==> src/rtl/rstpulse_pkg.sv <==
package rstpulse_pkg;

  // Reset sequencer states. RUN is the only state with reset released.
  typedef enum logic [1:0] {
    ST_FORCED  = 2'd0,  // supply fault present, reset held
    ST_STRETCH = 2'd1,  // fault gone, counting hold ticks
    ST_RUN     = 2'd2   // reset released
  } rp_state_e;

  function automatic int unsigned rp_cnt_width(input int unsigned ticks);
    return (ticks < 2) ? 1 : $clog2(ticks);
  endfunction

endpackage

==> src/rtl/rp_stretch_cnt.sv <==
module rp_stretch_cnt #(
  parameter int unsigned HOLD_TICKS = 512
) (
  input  logic clk,
  input  logic clear,
  input  logic run,
  input  logic tick_en,
  output logic last
);
  localparam int unsigned CNT_W = rstpulse_pkg::rp_cnt_width(HOLD_TICKS);
  localparam logic [CNT_W-1:0] LAST_VAL = CNT_W'(HOLD_TICKS - 1);

  logic [CNT_W-1:0] cnt_q;

  always_ff @(posedge clk) begin
    if (clear) begin
      cnt_q <= '0;
    end else if (run && tick_en) begin
      cnt_q <= (cnt_q == LAST_VAL) ? '0 : cnt_q + 1'b1;
    end
  end

  assign last = run && tick_en && (cnt_q == LAST_VAL);

endmodule

==> src/rtl/rp_seq.sv <==
module rp_seq
  import rstpulse_pkg::*;
(
  input  logic clk,
  input  logic srst,
  input  logic fault,
  input  logic wd_expire,
  input  logic hold_last,
  output logic cnt_clear,
  output logic cnt_run,
  output logic rel,
  output logic done
);
  rp_state_e state_q, state_d;
  logic      done_q;

  always_comb begin
    state_d = state_q;
    if (fault) begin
      state_d = ST_FORCED;
    end else begin
      unique case (state_q)
        ST_FORCED:  state_d = ST_STRETCH;
        ST_STRETCH: state_d = hold_last ? ST_RUN : ST_STRETCH;
        ST_RUN:     state_d = wd_expire ? ST_STRETCH : ST_RUN;
        default:    state_d = ST_FORCED;
      endcase
    end
  end

  always_ff @(posedge clk) begin
    if (srst) begin
      state_q <= ST_STRETCH;
      done_q  <= 1'b0;
    end else begin
      state_q <= state_d;
      done_q  <= (state_d == ST_RUN) && (state_q != ST_RUN);
    end
  end

  assign cnt_clear = srst || fault || (state_q != ST_STRETCH);
  assign cnt_run   = (state_q == ST_STRETCH) && !fault;
  assign rel       = (state_q == ST_RUN);
  assign done      = done_q;

endmodule

==> src/rtl/rp_ce_gate.sv <==
module rp_ce_gate #(
  parameter int unsigned NUM_CE = 2
) (
  input  logic              block,
  input  logic [NUM_CE-1:0] ce_in_n,
  output logic [NUM_CE-1:0] ce_out_n
);
  for (genvar g = 0; g < NUM_CE; g++) begin : g_lane
    assign ce_out_n[g] = ce_in_n[g] | block;
  end
endmodule

==> src/rtl/rstpulse_gen.sv <==
module rstpulse_gen #(
  parameter int unsigned HOLD_TICKS = 512,
  parameter int unsigned NUM_CE     = 2
) (
  input  logic              clk,
  input  logic              srst,
  input  logic              tick_en,
  input  logic              low_line,
  input  logic              batt_mode,
  input  logic              wd_expire,
  input  logic [NUM_CE-1:0] ce_in_n,
  output logic              rst_n_out,
  output logic              rst_out,
  output logic [NUM_CE-1:0] ce_out_n,
  output logic              rst_done
);
  logic fault;
  logic cnt_clear;
  logic cnt_run;
  logic hold_last;
  logic rel;

  assign fault = low_line | batt_mode;

  rp_stretch_cnt #(.HOLD_TICKS(HOLD_TICKS)) u_cnt (
    .clk     (clk),
    .clear   (cnt_clear),
    .run     (cnt_run),
    .tick_en (tick_en),
    .last    (hold_last)
  );

  rp_seq u_seq (
    .clk       (clk),
    .srst      (srst),
    .fault     (fault),
    .wd_expire (wd_expire),
    .hold_last (hold_last),
    .cnt_clear (cnt_clear),
    .cnt_run   (cnt_run),
    .rel       (rel),
    .done      (rst_done)
  );

  rp_ce_gate #(.NUM_CE(NUM_CE)) u_ce (
    .block    (fault),
    .ce_in_n  (ce_in_n),
    .ce_out_n (ce_out_n)
  );

  assign rst_n_out = rel;
  assign rst_out   = ~rel;

endmodule

==> config.mk <==
export PLATFORM = sky130hd
export DESIGN_NAME = rstpulse_gen
export DESIGN_NICKNAME = d
export VERILOG_FILES = /design/src/rtl/rstpulse_pkg.sv /design/src/rtl/rp_stretch_cnt.sv /design/src/rtl/rp_seq.sv /design/src/rtl/rp_ce_gate.sv /design/src/rtl/rstpulse_gen.sv
export SDC_FILE = /design/constraint.sdc
export NUM_CORES = 1
export LEC_CHECK = 0
export BUFFER_PORTS_ARGS = -buffer_cell sky130_fd_sc_hd__buf_4
export CAP_MARGIN = 20
export CORE_MARGIN = 5
export CORE_UTILIZATION = 41
export CTS_CLUSTER_SIZE = 25
export DETAILED_ROUTE_END_ITERATION = 8
export HOLD_SLACK_MARGIN = 0.05
export PLACE_DENSITY = 0.66
export RECOVER_POWER = 25
export SETUP_SLACK_MARGIN = 0.15
export SYNTH_ARGS = -nofsm -noshare
export SYNTH_HDL_FRONTEND = slang
export SYNTH_SLANG_ARGS = --single-unit
==> constraint.sdc <==
create_clock -name clk -period 2.5 [get_ports clk]
set_clock_uncertainty 0.1 [all_clocks]
set_input_delay 0.25 -clock clk [delete_from_list [all_inputs] [get_ports clk]]
set_output_delay 0.25 -clock clk [all_outputs]
set_load 0.02 [all_outputs]
==> qor.yml, run 1 <==
outcome: "finished clean"
worst-endpoint-required_ns: 2.56
drt_iter0_drc: 10
hold_class: "in2reg"
grt_start_max_net_pins: 13
cts_num_sinks: 12
p_int_uw: 293
hold_violations: 0
gp_congestion: 0.799
p_per_area_mw_per_mm2: 502
syn_nets: 86
dp_slack_ns: 0.527
grt_pass1_vias: 543
layout_worst_path_cycle_share_pct: 79.7
start_util_pct: 42.8
worstSetupStartpointType: "register"
hold_depth: 2
seq_power_share_pct: 51.8
critPathMaxFanout: 12
die-area_mm2: 0.00244
grt_pass1_wl_um: 2300
crit_top_cell: "nor2_1"
drt-vias-per-instance: 5.52
min_to: "u_seq.state_q[0]"
nFillCells: 141
slew-limit-headroom_pct: 76.8
worstHoldStart: "batt_mode"
cts.hold.buffers_added: 0
synthArstFlopShare_pct: 0
worstPathCellList: "and4_1, and4_2, ha_1, nand2b_1, nor2_1, a22oi_1, nor2_1"
cts_resized: 0
critPathKind: "reg2reg"
grt_usage_pct: 12.2
drc_errors: 0
seqCellArea_um2: 240
maxSlewViolCount: 0
io_pins: 13
timing.rr.end: "u_cnt.cnt_q[3]"
crit_slowest_cell: "dfxtp_1"
setup_tns_ns: 0
grt_overflow: 0
dr_total_vias: 574
worst_ep_arrival_time_ns: 2.05
die_w_um: 49.4
r2r_start: "u_cnt.cnt_q[3]"
dp_hpwl_um: 952
ys_warn_count: 0
power_frac_comb_pct: 6.8
firstDrtPassIters: 4
period_needed_ns: 1.99
cts_setup_buffers: 0
drtAntennaViolNets: 0
peakVddDrop_v: 0.000278
rrSetupSlack_ns: 0.51
antenna_found_initial: 0
worst_hold_slack_ns: 0.0716
multi_input_area_um2: 364
layout_setup_ws_ns: 0.508
slowest_delay_ns: 0.44
clkPwrFrac_pct: 41.5
reg2regPathDepth: 7
rsz0062_at_grt: "no"
clock_latency_ns: 0.28
num_rows: 14
port_buffers: 12
synth_common_cells: "dfxtp_1, nor2_1, a21oi_1"
wirelength_um: 1290
yosysTopAreaCell: "dfxtp_1"
yosysMostFrequentCell: "dfxtp_1"
tightest_slew_ns: 0.349
n_antenna_cell: 0
die_h_um: 49.4
p_leak_uw: 0.000288
netlist_area_um2: 637
synth_edf_count: 0
maxCapViolCount: 0
ys.flop_type: "dfxtp_1"
nets: 99
ys_seq_area_share_pct: 37.7
ys_types: 36
clockBufferDepth: 2
setup-violations-final: 0
area_growth_pct: 17.3
path_clk_slew_ns: 0.08
h-tree-depth: 1
switchingPower_uw: 81.3
max_clock_freq_mhz: 502
ys_ff_latch: 12
core-area_mm2: 0.00149
synth_area_leaders: "dfxtp_1, a21oi_1, nor2_1"
switching_share_pct: 21.7
wl_per_cell_um: 12.4
cp-end-kind: "register"
synthCells: 76
avgSynthCellArea_um2: 8.38
drive_gt1_share_pct: 18.2
synth_top_area_share_pct: 37.7
cts_root_buffer: "clkbuf_4"
numCtsBuffers: 3
tritoncts: "yes"
-- sequential cells by signal, indices dropped and copies added, names as in the netlist --
register / cells
u_seq.state_q: 2
u_seq.done: 1
u_cnt.cnt_q: 9
-- critical path: cells and delay by family (launching register included) --
family | cells | cell delay, ns
and+or+nand+nor | 5 | 0.83
DFF | 1 | 0.44
adders and majority gates | 1 | 0.36
AOI/OAI and AO/OA | 1 | 0.14
-- power by group through the flow --
| stage | logic, uW | registers (uW) | clock network (uW) |
|---|---|---|---|
| finish | 25.3 | 194 | 155 |
| global route | 28.3 | 194 | 170 |
| CTS | 26.7 | 194 | 161 |
| detailed placement | 26.7 | 198 | 0 |
| global placement | 26.1 | 198 | 0 |
| floorplan | 13.6 | 198 | 0 |
-- cell usage in the layout, fill, tap and decap left out, drive strengths merged --
cell	Yosys	routed
o21bai	1	1
nand2b	3	3
mux2i	1	1
a21boi	1	1
and4	2	2
o31ai	1	1
nand4b	1	1
o21ai	5	5
nor2b	1	1
nor3b	1	1
a31oi	1	1
nand3b	1	1
nor4	1	1
nor3	1	1
and4b	1	1
nor2	9	9
o21ba	1	1
ha	2	2
inv	3	3
a22oi	2	2
a221oi	1	1
nand2	3	3
or4	1	1
dfxtp	12	12
mux2	1	1
nand3	2	2
a21oi	7	7
and3	2	2
clkbuf	1	8
buf	3	8
nand4	1	1
or3	3	3
-- worst max path at each step --
stage               slack (ns)              to            from
floorplan                 0.70  u_cnt.cnt_q[6]  u_cnt.cnt_q[3]
global placement          0.55  u_cnt.cnt_q[3]  u_cnt.cnt_q[4]
detailed placement        0.53  u_cnt.cnt_q[3]  u_cnt.cnt_q[4]
CTS                       0.51  u_cnt.cnt_q[3]  u_cnt.cnt_q[4]
global route              0.33  u_cnt.cnt_q[4]  u_cnt.cnt_q[4]
finish                    0.51  u_cnt.cnt_q[3]  u_cnt.cnt_q[3]
-- final cells by class --
cell class              instances  area share [%]
well taps                      16            2.68
repair buffers                 12            10.1
multi-input cells              57            48.7
inverters                       3            1.51
clock buffers                   4            4.86
flip-flops and latches         12            32.2
-- kinds of logic after synthesis --
kind of cell | count (synthesis) | synth area share (%)
simple gates | 33 | 30.7
fa+ha+maj | 2 | 3.93
compound gates | 20 | 19.3
buf+inv | 7 | 5.11
flops | 12 | 37.7
mux | 2 | 3.34
-- stage by stage --
stage               power (uW)  utilization, %  std cells  instance area, um2
floorplan                  212               -         76                 637
global placement           225            48.7        100                 726
detailed placement         225            48.7        100                 726
CTS                        382            51.2        104                 762
global route               393            50.2        104                 747
finish                     375            50.2        104                 747
-- routing by layer --
layer	vias to the layer above	GRT usage [%]	part of all wire [%]
met1	255	15.7	50
li1	301	-	-
met3	4	4.89	4.9
met4	0	7.86	2.6
met5	-	0	0
met2	14	16.5	42
Note: power is estimated with default switching activity, not from simulation.
==> inputs of run 2 (changes only) <==
==> constraint.sdc (replaced) <==
create_clock -name clk -period 2 [get_ports clk]
set_clock_uncertainty 0.1 [all_clocks]
set_input_delay 0.2 -clock clk [delete_from_list [all_inputs] [get_ports clk]]
set_output_delay 0.2 -clock clk [all_outputs]
set_load 0.02 [all_outputs]
==> run 2 against run 1 <==
Against the previous run: clock power increased by 26%; non-clock buffer count increased by 7; die area unchanged; fmax increased by 11%; power increased by 28%; sequential power increased by 25%; global-route usage decreased by 0.070 points; setup slack got worse by 0.30 ns.
==> qor.yml, run 2 (synthesis results as in run 1) <==
critPathKind: "reg2reg"  # unchanged
drive_gt1_share_pct: 26.3  # was 18.2%
reg2regPathDepth: 5  # was 7
wl_per_cell_um: 13.9  # was 12.4 um
port_buffers: 12  # unchanged
drt-vias-per-instance: 5.74  # was 5.52
maxSlewViolCount: 0  # unchanged
setup_tns_ns: 0  # unchanged
p_per_area_mw_per_mm2: 575  # was 502 mW/mm2
die_h_um: 49.4  # unchanged
period_needed_ns: 1.79  # was 1.99 ns
io_pins: 13  # unchanged
numCtsBuffers: 3  # unchanged
cp-startpoint: "u_cnt.cnt_q[5]"  # was u_cnt.cnt_q[3]
outcome: "finished clean"  # unchanged
gp_congestion: 0.786  # was 0.799
max_clock_freq_mhz: 558  # was 502 MHz
path_clk_slew_ns: 0.08  # about the same
worstSetupStartpointType: "register"  # unchanged
n_antenna_cell: 0  # unchanged
worst_ep_arrival_time_ns: 1.90  # was 2.05 ns
drtAntennaViolNets: 0  # unchanged
slowest_delay_ns: 0.50  # was 0.44 ns
tritoncts: "yes"  # unchanged
drt_iter0_drc: 9  # was 10
layout_commonest_cell: "buf_4"  # was dfxtp_1
top_register: "u_cnt.cnt_q"  # unchanged
wirelength_um: 1540  # was 1290 um
final_cell_mix: "buf_4, dfxtp_1, nor2_1"  # was dfxtp_1, nor2_1, buf_4
hold_violations: 0  # unchanged
setup-violations-final: 0  # unchanged
final_area_um2: 831  # was 747 um2
nets: 106  # was 99
grt_usage_pct: 12.1  # was 12.2%
die-area_mm2: 0.00244  # unchanged
timing.rr.end: "u_cnt.cnt_q[5]"  # was u_cnt.cnt_q[3]
rsz0062_at_grt: "no"  # unchanged
worst-endpoint-required_ns: 2.11  # was 2.56 ns
start_util_pct: 42.8  # unchanged
num_rows: 14  # unchanged
clockBufferDepth: 2  # unchanged
crit_path_end: "u_cnt.cnt_q[5]"  # was u_cnt.cnt_q[3]
clock_latency_ns: 0.27  # was 0.28 ns
seqCellArea_um2: 240  # unchanged
grt_pass1_vias: 572  # was 543
hold_class: "in2reg"  # unchanged
hold_depth: 3  # was 2
dp_hpwl_um: 998  # was 952 um
grt_pass1_wl_um: 2370  # was 2300 um
h-tree-depth: 1  # unchanged
area_growth_pct: 30.5  # was 17.3%
worstPathCellList: "and4_4, and4_2, ha_4, or4_1, a21oi_1"  # was and4_1, and4_2, ha_1, nand2b_1, nor2_1, a22oi_1, nor2_1
antenna_found_initial: 0  # unchanged
cp-end-kind: "register"  # unchanged
crit_slowest_cell: "or4_1"  # was dfxtp_1
core-area_mm2: 0.00149  # unchanged
tightest_slew_ns: 0.332  # was 0.349 ns
grt_start_max_net_pins: 13  # unchanged
slew-limit-headroom_pct: 77.9  # was 76.8%
cts_num_sinks: 12  # unchanged
placed_cell_area_um2: 748  # was 726 um2
peakVddDrop_v: 0.000419  # was 0.000278 V
p_leak_uw: 0.000319  # was 0.000288 uW
r2r_start: "u_cnt.cnt_q[5]"  # was u_cnt.cnt_q[3]
rrSetupSlack_ns: 0.21  # was 0.51 ns
dr_total_vias: 637  # was 574
maxCapViolCount: 0  # unchanged
largest_reg_flops: 9  # unchanged
worst_hold_slack_ns: 0.136  # was 0.0716 ns
cts_root_buffer: "clkbuf_4"  # unchanged
multi_input_area_um2: 384  # was 364 um2
drc_errors: 0  # unchanged
die_w_um: 49.4  # unchanged
layout_worst_path_cycle_share_pct: 89.6  # was 79.7%
firstDrtPassIters: 4  # unchanged
nFillCells: 139  # was 141
grt_overflow: 0  # unchanged
critPathMaxFanout: 9  # was 12
run 2: cell types whose count changed in the layout (fill, tap and decap cells not counted), sizes merged:
cell	before	now
buf	8	13
clkbuf	8	7
dlygate4sd3	0	3
run 2: layer usage:
metal / global-route usage (%) / up-vias / wire length, um
met4: 3.49 / 0 / 0
li1: - / 313 / -
met5: 0 / - / 0
met1: 14.0 / 303 / 650
met3: 5.81 / 0 / 98
met2: 19.7 / 21 / 791
run 2: worst min-delay path by stage:
stage               slack, ns       from                to
floorplan                0.20   low_line  u_seq.state_q[0]
global route             0.13  wd_expire  u_seq.state_q[1]
global placement         0.30       srst  u_seq.state_q[0]
finish                   0.14  wd_expire  u_seq.state_q[1]
detailed placement       0.31       srst  u_seq.state_q[0]
CTS                      0.14  wd_expire  u_seq.state_q[1]
run 2: area by class of cell:
cell class              instances  share of cell area (%)
clock buffers                   4                    4.37
well taps                      16                    2.41
multi-input cells              57                    46.2
inverters                       3                    1.36
flip-flops and latches         12                    28.9
repair buffers                 19                    16.7
run 2: power breakdown:
part | switching (uW) | leakage (uW) | internal [uW]
clock network | 85.0 | 0.0000210 | 111
registers | 1.96 | 0.0000970 | 240
logic | 18.4 | 0.000201 | 21.6
run 2: through the flow:
stage | total power (uW) | utilization [%] | worst slack, ns | cells
after floorplan | 265 | - | 0.197 | 76
after global placement | 281 | 50.3 | 0.162 | 103
after global routing | 498 | 55.8 | 0.116 | 111
after detailed placement | 281 | 50.3 | 0.124 | 103
final | 478 | 55.8 | 0.209 | 111
after CTS | 481 | 54.9 | 0.162 | 110
run 2: worst max-delay path, delay by kind of cell, from the launching register on:
| family | cells | cell delay (ns) |
|---|---|---|
| simple gates | 3 | 0.95 |
| flops | 1 | 0.35 |
| fa+ha+maj | 1 | 0.19 |
| compound gates | 1 | 0.14 |
run 2: timing repair:
item / in CTS / in global routing
endpoints found under the hold margin: 1 / 0
hold buffers: 3 / 0
pin swaps: 0 / 1
gates resized for setup: 1 / 5
gates cloned: 0 / 0
buffers inserted: 0 / 1
setup endpoints to repair: 4 / 8
==> inputs of run 3 (changes only) <==
--- a/config.mk
+++ b/config.mk
@@ -12,7 +12,7 @@
 export CTS_CLUSTER_SIZE = 25
 export DETAILED_ROUTE_END_ITERATION = 8
 export HOLD_SLACK_MARGIN = 0.05
-export PLACE_DENSITY = 0.66
+export PLACE_DENSITY = 0.68
 export RECOVER_POWER = 25
 export SETUP_SLACK_MARGIN = 0.15
 export SYNTH_ARGS = -nofsm -noshare
==> constraint.sdc (replaced) <==
create_clock -name clk -period 1.58 [get_ports clk]
set_clock_uncertainty 0.1 [all_clocks]
set_input_delay 0.158 -clock clk [delete_from_list [all_inputs] [get_ports clk]]
set_output_delay 0.158 -clock clk [all_outputs]
set_load 0.02 [all_outputs]
==> run 3 against run 2 <==
Against the previous run: the flow now finishes with violations (setup timing); worst hold slack lost 0.024 ns; count of clock-buffer cells in the layout shrank 1; critical endpoint unchanged; power rose by 16%; critical path depth did not move; highest routed layer is now met4; sequential share of layout area down 3.6 points.
==> qor.yml, run 3 (synthesis results as in run 1) <==
final_cell_mix: "buf_4, nor2_1, dfxtp_2, dfxtp_1, a21oi_1"  # was buf_4, dfxtp_1, nor2_1
final_area_um2: 978  # was 831 um2
wl_per_cell_um: 14.4  # was 13.9 um
dp.cells: 111  # was 103
worst_hold_slack_ns: 0.112  # was 0.136 ns
maxSlewViolCount: 0  # unchanged
tightest_slew_ns: 0.335  # was 0.332 ns
grt_pass1_vias: 721  # was 572
drive_gt1_share_pct: 49.0  # was 26.3%
critPathKind: "reg2reg"  # unchanged
io_pins: 13  # unchanged
gp_congestion: 0.841  # was 0.786
largest_reg_flops: 9  # unchanged
drc_errors: 0  # unchanged
setup-violations-final: 2  # was 0
area_growth_pct: 53.6  # was 30.5%
numCtsBuffers: 3  # unchanged
placed_cell_area_um2: 827  # was 748 um2
core-area_mm2: 0.00149  # unchanged
cts_num_sinks: 12  # unchanged
hold_violations: 0  # unchanged
grt_usage_pct: 16.1  # was 12.1%
start_util_pct: 42.8  # unchanged
hold_class: "in2reg"  # unchanged
tritoncts: "yes"  # unchanged
die-area_mm2: 0.00244  # unchanged
dp_hpwl_um: 1210  # was 998 um
top_register: "u_cnt.cnt_q"  # unchanged
clock_latency_ns: 0.28  # was 0.27 ns
layout_worst_path_cycle_share_pct: 102  # was 89.6%
outcome: "complete, but fails checks"  # was finished clean
nFillCells: 127  # was 139
n_antenna_cell: 0  # unchanged
p_leak_uw: 0.000390  # was 0.000319 uW
critPathMaxFanout: 5  # was 9
h-tree-depth: 1  # unchanged
die_w_um: 49.4  # unchanged
maxCapViolCount: 0  # unchanged
wirelength_um: 1730  # was 1540 um
layout_commonest_cell: "buf_4"  # unchanged
worst-endpoint-required_ns: 1.67  # was 2.11 ns
path_clk_slew_ns: 0.08  # about the same
worst_ep_arrival_time_ns: 1.71  # was 1.90 ns
port_buffers: 12  # unchanged
layout_setup_ws_ns: -0.0361  # was 0.209 ns
rsz0062_at_grt: "yes"  # was no
fin_cells: 120  # was 111
grt_overflow: 0  # unchanged
dr_total_vias: 677  # was 637
peakVddDrop_v: 0.000653  # was 0.000419 V
drt-vias-per-instance: 5.64  # was 5.74
cp-end-kind: "register"  # unchanged
worstSetupStartpointType: "register"  # unchanged
grt_start_max_net_pins: 13  # unchanged
violations: "setup timing"
clockBufferDepth: 2  # unchanged
period_needed_ns: 1.62  # was 1.79 ns
max_clock_freq_mhz: 619  # was 558 MHz
multi_input_area_um2: 455  # was 384 um2
nets: 116  # was 106
drt_iter0_drc: 18  # was 9
slew-limit-headroom_pct: 77.7  # was 77.9%
grt_pass1_wl_um: 3130  # was 2370 um
seqCellArea_um2: 248  # was 240 um2
cts_root_buffer: "clkbuf_4"  # unchanged
p_total_uw: 554  # was 478 uW
die_h_um: 49.4  # unchanged
num_rows: 14  # unchanged
antenna_found_initial: 0  # unchanged
firstDrtPassIters: 6  # was 4
drtAntennaViolNets: 0  # unchanged
p_per_area_mw_per_mm2: 567  # was 575 mW/mm2
run 3: area by class of cell:
| class | instances | area share (%) |
|---|---|---|
| sequential | 12 | 25.3 |
| inverter | 3 | 1.15 |
| tap | 16 | 2.05 |
| multi-input combinational | 57 | 46.5 |
| timing repair buffer | 29 | 22.6 |
| clock buffer | 3 | 2.30 |
run 3: what timing repair did:
| action | 4_1_cts | 5_1_grt |
|---|---|---|
| setup buffers | 2 | 1 |
| cloned | 0 | 0 |
| hold buffers | 3 | 0 |
| setup endpoints to repair | 11 | 13 |
| resized for setup | 10 | 11 |
| hold endpoints to repair | 1 | 0 |
| pin swaps | 7 | 9 |
run 3: final timing paths:
kind                        from          endpoint  slack [ns]  cells after the start
setup / recovery  u_cnt.cnt_q[6]    u_cnt.cnt_q[5]       -0.04                      5
hold / removal              srst  u_seq.state_q[1]        0.11                      4
setup reg to reg  u_cnt.cnt_q[6]    u_cnt.cnt_q[5]       -0.04                      5
hold reg to reg   u_cnt.cnt_q[7]    u_cnt.cnt_q[7]        0.40                      2
run 3: per-layer routing:
metal / wire length (um) / share of wire [%] / vias up / GRT usage, %
met1: 691 / 40 / 311 / 17.6
met4: 32 / 1.8 / 0 / 4.37
met3: 95 / 5.5 / 4 / 6.42
met5: 0 / 0 / - / 0
li1: - / - / 336 / -
met2: 913 / 53 / 26 / 28.5
run 3: per-stage QoR:
stage | worst slack [ns] | TNS (ns) | util [%]
2_1_floorplan | 0.00311 | 0 | -
3_5_place_dp | -0.0363 | -0.0408 | 55.5
4_1_cts | -0.0180 | -0.0467 | 62.6
5_1_grt | -0.0821 | -0.427 | 65.7
6_report | -0.0361 | -0.0435 | 65.7
3_3_place_gp | 0.0119 | 0 | 55.5
run 3: power by group:
part           total, uW  internal (uW)  switching [uW]
registers            307            305            2.86
logic               55.5           28.8            26.7
clock network        191           88.2             103
run 3: worst max-delay path, cell delays in order, from the launching register on:
cell and delay (ns):
dfxtp_2 0.32, and4_1 0.20, and4_4 0.19, ha_4 0.17, or4_4 0.42, a21oi_2 0.15
